<file path="src/rtl/pal_pkg.sv">
package pal_pkg;
    localparam int PAL_ENTRIES = 8;
    localparam int PAL_IDX_W   = $clog2(PAL_ENTRIES);
    localparam int PAL_DATA_W  = 8;
    localparam int NUM_PRIM    = 3;
    localparam int DRV_W       = 2 * NUM_PRIM;
    localparam int BLINK_FRAMES = 32;

    typedef enum logic [1:0] {
        MONO_OFF    = 2'b00,
        MONO_NORMAL = 2'b01,
        MONO_BRIGHT = 2'b10,
        MONO_BLINK  = 2'b11
    } mono_lvl_e;

    typedef logic [PAL_DATA_W-1:0] pal_entry_t;

    // Drop the half bit of any primary that also requests full.
    function automatic pal_entry_t clean_entry(pal_entry_t raw);
        pal_entry_t res;
        res = raw;
        for (int p = 0; p < NUM_PRIM; p++) begin
            if (raw[2*p] && raw[2*p+1]) res[2*p] = 1'b0;
        end
        return res;
    endfunction
endpackage

</file>
<file path="src/rtl/pal_regfile.sv">
module pal_regfile #(
    parameter int ENTRIES = pal_pkg::PAL_ENTRIES,
    parameter int DATA_W  = pal_pkg::PAL_DATA_W,
    localparam int IDX_W  = $clog2(ENTRIES)
) (
    input  logic              clk,
    input  logic              rst_n,
    input  logic              wr_en,
    input  logic [IDX_W-1:0]  wr_addr,
    input  logic [DATA_W-1:0] wr_data,
    input  logic [IDX_W-1:0]  rd_idx,
    output logic [DATA_W-1:0] rd_entry
);
    typedef struct packed {
        logic [ENTRIES-1:0][DATA_W-1:0] ent;
    } rf_state_t;

    rf_state_t st_d, st_q;
    logic [DATA_W-1:0]  clean_w;
    logic [ENTRIES-1:0] hit;

    assign clean_w = pal_pkg::clean_entry(wr_data);

    generate
        for (genvar i = 0; i < ENTRIES; i++) begin : g_hit
            assign hit[i] = wr_en && (wr_addr == IDX_W'(i));
        end
    endgenerate

    always_comb begin
        st_d = st_q;
        for (int i = 0; i < ENTRIES; i++) begin
            if (hit[i]) st_d.ent[i] = clean_w;
        end
        // same-cycle write forwards to the lookup
        if (wr_en && (wr_addr == rd_idx)) rd_entry = clean_w;
        else                              rd_entry = st_q.ent[rd_idx];
    end

    always_ff @(posedge clk) begin
        if (!rst_n) st_q <= '0;
        else        st_q <= st_d;
    end

    a_r3_stored_clean: assert property (@(posedge clk) disable iff (!rst_n)
        wr_en |=> !(st_q.ent[$past(wr_addr)][0] && st_q.ent[$past(wr_addr)][1]) &&
                  !(st_q.ent[$past(wr_addr)][2] && st_q.ent[$past(wr_addr)][3]) &&
                  !(st_q.ent[$past(wr_addr)][4] && st_q.ent[$past(wr_addr)][5]));

    a_r3_unwritten_stable: assert property (@(posedge clk) disable iff (!rst_n)
        !wr_en |=> $stable(st_q));
endmodule

</file>
<file path="src/rtl/pal_blink_timer.sv">
module pal_blink_timer #(
    parameter int PERIOD_FRAMES = pal_pkg::BLINK_FRAMES,
    localparam int HALF  = PERIOD_FRAMES / 2,
    localparam int CNT_W = (HALF > 1) ? $clog2(HALF) : 1
) (
    input  logic clk,
    input  logic rst_n,
    input  logic vsync,
    output logic visible
);
    typedef struct packed {
        logic             vs_prev;
        logic [CNT_W-1:0] cnt;
        logic             vis;
    } bt_state_t;

    bt_state_t st_d, st_q;
    logic      rise;

    assign rise = vsync && !st_q.vs_prev;

    always_comb begin
        st_d         = st_q;
        st_d.vs_prev = vsync;
        if (rise) begin
            if (st_q.cnt == CNT_W'(HALF - 1)) begin
                st_d.cnt = '0;
                st_d.vis = !st_q.vis;
            end else begin
                st_d.cnt = st_q.cnt + 1'b1;
            end
        end
    end

    always_ff @(posedge clk) begin
        if (!rst_n) st_q <= '{vs_prev: 1'b0, cnt: '0, vis: 1'b1};
        else        st_q <= st_d;
    end

    assign visible = st_q.vis;

    a_r8_phase_needs_edge: assert property (@(posedge clk) disable iff (!rst_n)
        !(vsync && !st_q.vs_prev) |=> $stable(visible));
endmodule

</file>
<file path="src/rtl/pal_dot_stage.sv">
module pal_dot_stage #(
    parameter int DATA_W = pal_pkg::PAL_DATA_W,
    parameter int PRIMS  = pal_pkg::NUM_PRIM,
    localparam int DW    = 2 * PRIMS
) (
    input  logic              clk,
    input  logic              rst_n,
    input  logic              dot_en,
    input  logic              blank,
    input  logic              mono_mode,
    input  logic              blink_vis,
    input  logic [DATA_W-1:0] entry,
    output logic [DW-1:0]     color_drv,
    output logic              mono_on,
    output logic              mono_hi
);
    import pal_pkg::*;

    typedef struct packed {
        logic [DW-1:0] color;
        logic          on;
        logic          hi;
    } dot_state_t;

    dot_state_t st_d, st_q;
    mono_lvl_e  lvl;

    assign lvl = mono_lvl_e'(entry[DATA_W-1 -: 2]);

    always_comb begin
        st_d = st_q;
        if (dot_en) begin
            st_d = '0;
            if (!blank) begin
                if (mono_mode) begin
                    unique case (lvl)
                        MONO_OFF:    st_d.on = 1'b0;
                        MONO_NORMAL: st_d.on = 1'b1;
                        MONO_BRIGHT: begin st_d.on = 1'b1; st_d.hi = 1'b1; end
                        MONO_BLINK:  st_d.on = blink_vis;
                    endcase
                end else begin
                    st_d.color = entry[DW-1:0];
                end
            end
        end
    end

    always_ff @(posedge clk) begin
        if (!rst_n) st_q <= '0;
        else        st_q <= st_d;
    end

    assign color_drv = st_q.color;
    assign mono_on   = st_q.on;
    assign mono_hi   = st_q.hi;

    a_r6_blank_dark: assert property (@(posedge clk) disable iff (!rst_n)
        (dot_en && blank) |=> (color_drv == '0) && !mono_on && !mono_hi);

    a_r5_hold_idle: assert property (@(posedge clk) disable iff (!rst_n)
        !dot_en |=> $stable(st_q));

    a_r7_mono_no_color: assert property (@(posedge clk) disable iff (!rst_n)
        (dot_en && mono_mode) |=> (color_drv == '0));

    a_r7_hi_implies_on: assert property (@(posedge clk) disable iff (!rst_n)
        mono_hi |-> mono_on);

    generate
        for (genvar p = 0; p < PRIMS; p++) begin : g_prim_chk
            a_r9_one_level: assert property (@(posedge clk) disable iff (!rst_n)
                !(color_drv[2*p] && color_drv[2*p+1]));
        end
    endgenerate
endmodule

</file>
<file path="src/rtl/plane_palette_lut.sv">
module plane_palette_lut #(
    parameter int ENTRIES       = pal_pkg::PAL_ENTRIES,
    parameter int DATA_W        = pal_pkg::PAL_DATA_W,
    parameter int BLINK_FRAMES  = pal_pkg::BLINK_FRAMES,
    localparam int IDX_W        = $clog2(ENTRIES),
    localparam int DW           = pal_pkg::DRV_W
) (
    input  logic              clk,
    input  logic              rst_n,
    input  logic              dot_en,
    input  logic              plane_r,
    input  logic              plane_g,
    input  logic              plane_b,
    input  logic              blank,
    input  logic              mono_mode,
    input  logic              vsync,
    input  logic              wr_en,
    input  logic [IDX_W-1:0]  wr_addr,
    input  logic [DATA_W-1:0] wr_data,
    output logic [DW-1:0]     color_drv,
    output logic              mono_on,
    output logic              mono_hi
);
    logic [IDX_W-1:0]  dot_idx;
    logic [DATA_W-1:0] sel_entry;
    logic              vis;

    assign dot_idx = IDX_W'({plane_r, plane_g, plane_b});

    pal_regfile #(.ENTRIES(ENTRIES), .DATA_W(DATA_W)) u_regs (
        .clk      (clk),
        .rst_n    (rst_n),
        .wr_en    (wr_en),
        .wr_addr  (wr_addr),
        .wr_data  (wr_data),
        .rd_idx   (dot_idx),
        .rd_entry (sel_entry)
    );

    pal_blink_timer #(.PERIOD_FRAMES(BLINK_FRAMES)) u_blink (
        .clk     (clk),
        .rst_n   (rst_n),
        .vsync   (vsync),
        .visible (vis)
    );

    pal_dot_stage #(.DATA_W(DATA_W), .PRIMS(pal_pkg::NUM_PRIM)) u_dot (
        .clk       (clk),
        .rst_n     (rst_n),
        .dot_en    (dot_en),
        .blank     (blank),
        .mono_mode (mono_mode),
        .blink_vis (vis),
        .entry     (sel_entry),
        .color_drv (color_drv),
        .mono_on   (mono_on),
        .mono_hi   (mono_hi)
    );

    a_r1_reset_dark: assert property (@(posedge clk)
        !rst_n |=> (color_drv == '0) && !mono_on && !mono_hi);
endmodule

</file>
<file path="config.mk">
export PLATFORM = sky130hd
export DESIGN_NAME = plane_palette_lut
export DESIGN_NICKNAME = d
export VERILOG_FILES = /design/src/rtl/pal_pkg.sv /design/src/rtl/pal_regfile.sv /design/src/rtl/pal_blink_timer.sv /design/src/rtl/pal_dot_stage.sv /design/src/rtl/plane_palette_lut.sv
export SDC_FILE = /design/constraint.sdc
export NUM_CORES = 1
export LEC_CHECK = 0
export ABC_AREA = 1
export BUFFER_PORTS_ARGS = -buffer_cell sky130_fd_sc_hd__buf_2
export CORE_UTILIZATION = 60
export DETAILED_ROUTE_END_ITERATION = 12
export PLACE_DENSITY_LB_ADDON = 0.15
export RECOVER_POWER = 50
export SKIP_LAST_GASP = 1
export SYNTH_ARGS = -nofsm -noshare
export SYNTH_HDL_FRONTEND = slang
export SYNTH_SLANG_ARGS = --single-unit
</file>
<file path="constraint.sdc">
create_clock -name clk -period 2.5 [get_ports clk]
set_input_delay 0.5 -clock clk [delete_from_list [all_inputs] [get_ports clk]]
set_output_delay 0.5 -clock clk [all_outputs]
set_load 0.02 [all_outputs]
</file>
==> key figures <==
Logic synthesis
  – Most common cell in the netlist: nand2_1
  – Area share of the largest cell type after synthesis: 41.68%
  – Post-Syn Instances: 487
  – Post-synth EDFFs: 0
  – Area leader, netlist: dfxtp_1
  – Synthesis-stage register bit count: 78
  – Sequential element share of the synthesized area: 41.68%
  – Synthesized cell area: 0.003746 sq mm
  – Synth top area cells: dfxtp_1 42%, nand2_1 9.2%, nand3_1 7.2%, o21ai_0 5.9%, a21oi_1 4.9%
  – Avg Synthesized Cell Area: 7.692 sq um
  – Ys async rst share: 0%
  – Mapped Nets: 512
  – Post-synthesis cell type count: 34
  – Post-synth top cells: 92 x nand2_1, 78 x dfxtp_1, 54 x nand3_1
  – Synth Warn #: 0
  – Synth Flop Type: dfxtp_1

Die
  – Die outline height: 81.02 um
  – Num rows: 28
  – Die width: 81.02 um
  – Full die area: 0.006563 sq mm
  – Initial Util: 62.90%
  – Ports: 29
  – Core area: 0.005956 sq mm

Clocking
  – CTS Buf Count: 9
  – CTS root buffer: clkbuf_8
  – CTS H-tree depth: 3
  – Clk sinks: 78
  – Post-CTS Setup Bufs: 0
  – CTS tree: done
  – Clock-pin slew on the worst setup and hold paths: 0.07 ns
  – Clock Latency Late Sink: 0.36 ns
  – Cts-stage hold buffer count: 0
  – Clock Path Buffers: 2
  – Post_cts resized: 0

Global routing
  – Initial antenna violation count: 0
  – Largest net degree at the start of global routing: 46
  – Number of global-route vias before repair: 3074
  – First-pass GRT wire length: 14.67 mm
  – Grt total ovfl: 0
  – GRT Util Overall: 30.16%

Critical path
  – Buffers & Inverters on Critical Path: 2
  – CP delay by family, top: buffers and inverters
  – Req. time, crit path: 2.79 ns
  – Worst r2r path cells: 9
  – CP Max Fanout: 45
  – R2R Path Start: u_regs.st_q[38]
  – Worst Path Class, Setup: in2reg
  – Largest stage delay, worst path: 1.22 ns
  – RR Endpoint: u_dot.mono_on
  – Setup crit end kind: flip-flop
  – Type of origin of the critical path: primary input
  – R2r setup slk: 0.75 ns
  – Crit path arrival time: 2.34 ns
  – CP max stage cell: clkbuf_1
  – CP Cell Sequence: buf_2 > clkbuf_1 > o21ai_0 > a21oi_1

Timing
  – Setup tns final: 0 ns
  – Worst Skew: 0.005273 ns
  – Minimum clock period: 2.052 ns
  – Max Fclk: 0.4873 GHz
  – Fin. Hold Viols: 0
  – # setup viols final: 0
  – RSZ-0062 raised after global routing: no
  – Slew @ Worst Pin: 1.697 ns
  – Setup ws final: 0.4478 ns
  – Fin crit share: 82.09%
  – Max-slew violations: 46
  – Max transition margin: -13.10%

Power and ir drop
  – Reg power frac: 49.6%
  – Leak pwr: 1.673 nW
  – Clock power share: 38.7%
  – P_sw: 0.6797 mW
  – Internal power: 1.953 mW
  – Peak VDD IR: 0.3410 mV
  – Gate power share: 11.7%
  – Power per cell area: 651.4 mW/mm^2
  – Sw Share: 25.82%

Min path
  – Hold_sp: vsync
  – WHS Path Cells: 3
  – Hold WC Path Type: in2reg
  – Hold EP: u_blink.st_q[5]

Route
  – DR WL/cell: 15.51 um
  – Drt pass-1 iters: 5
  – Post-route antenna net violation count: 0
  – Via count: 3388
  – Drc violations: 0
  – Drt total wl: 9.153 mm
  – Vias/cell: 5.742
  – 1st-iter DRT viols: 251

Run
  – Max Cap Viol: 1

Placement
  – DP HPWL: 6.044 mm
  – Placer Congestion: 0.9029
  – Port bufs: 28
  – Pre-CTS setup slack: 0.2097 ns

Outcome
  – Status: complete, but fails checks
  – Failing checks: max-capacitance violations, max-slew violations

Cells and area
  – N_diodes: 0
  – Layout cells sized above 1: 18.64%
  – Final nets: 535
  – Area Overhead vs Synth: 7.883%
[worst reg2reg max path: stages (launching register included)]
cell and delay, ns:
dfxtp_1 0.32, nor2_1 0.10, nor2_1 0.05, o21ai_0 0.08, nand3_1 0.11, a31o_1 0.23, ha_1 0.27, a21oi_1 0.04
or3_1 0.35, a21oi_1 0.12
[area by class of cell]
type,count,area (sq um)
fillers,547,1914
repair buffers,41,232.7
inverters,28,110.1
flip-flops and latches,78,1562
clock buffers,13,178.9
well taps,75,93.84
clock inverters,3,40.04
multi-input cells,352,1824
[flip-flops by register name, summed over array words and instances, names as in the netlist]
register	count
u_regs.st_q	64
u_dot.color_drv	6
u_blink.st_q	5
u_blink.visible	1
u_dot.mono_hi	1
u_dot.mono_on	1
[layer usage]
metal,vias to the layer above,GRT usage (%),wire length [um]
met5,-,0,0
met4,0,12.68,165
met3,19,7.416,706
met2,144,48.32,4226
met1,1544,38.50,4054
li1,1681,-,-
[layout by cell type (no fill, tap or decap), types with 6 or more instances in the layout]
master / count
nand3_1: 54
dfxtp_1: 78
buf_2: 27
a21oi_2: 6
clkbuf_8: 13
o21ai_0: 45
nor3_1: 9
inv_1: 17
a21oi_1: 37
buf_4: 12
nand2_1: 92
a211oi_2: 9
a211oi_1: 15
nor2_1: 56
nand3_2: 6
[kinds of logic after synthesis]
logic type | Yosys count | share of synthesized area [%]
AO/OA/AOI/OAI | 115 | 19.67
buffers and inverters | 57 | 7.548
XOR/XNOR | 1 | 0.2338
AND/OR/NAND/NOR | 232 | 29.53
adder cells (fa/ha/maj) | 4 | 1.336
flip-flops | 78 | 41.68
[power groups by stage]
| stage | registers [mW] | logic, mW | clock network [mW] |
|---|---|---|---|
| finish | 1.31 | 0.308 | 1.02 |
| global route | 1.31 | 0.344 | 1.08 |
| CTS | 1.31 | 0.317 | 1.03 |
| detailed placement | 1.33 | 0.315 | 0 |
| global placement | 1.33 | 0.306 | 0 |
| floorplan | 1.33 | 0.231 | 0 |
[metrics by stage]
step | hold WS [ns] | utilization (%) | instance area, sq um | std cells | power [mW]
after floorplan | 0.4346 | - | 3746 | 487 | 1.563
after global placement | 0.4478 | 65.57 | 3905 | 574 | 1.639
after detailed placement | 0.4540 | 65.57 | 3905 | 574 | 1.649
after CTS | 0.3311 | 69.24 | 4124 | 590 | 2.649
after global routing | 0.3886 | 67.86 | 4041 | 590 | 2.732
final | 0.3331 | 67.86 | 4041 | 590 | 2.633
[how the worst max path moves through the flow]
stage	from	end	slack, ns	cells past startpoint
2_1_floorplan	plane_r	u_dot.mono_on	0.36	12
3_3_place_gp	plane_r	u_dot.mono_on	0.26	11
3_5_place_dp	plane_b	u_dot.mono_on	0.21	9
4_1_cts	plane_b	u_dot.mono_on	0.56	9
5_1_grt	wr_addr[1]	u_regs.st_q[53]	0.25	7
6_report	rst_n	u_regs.st_q[9]	0.45	4
Power figures use the tool's default switching activity.
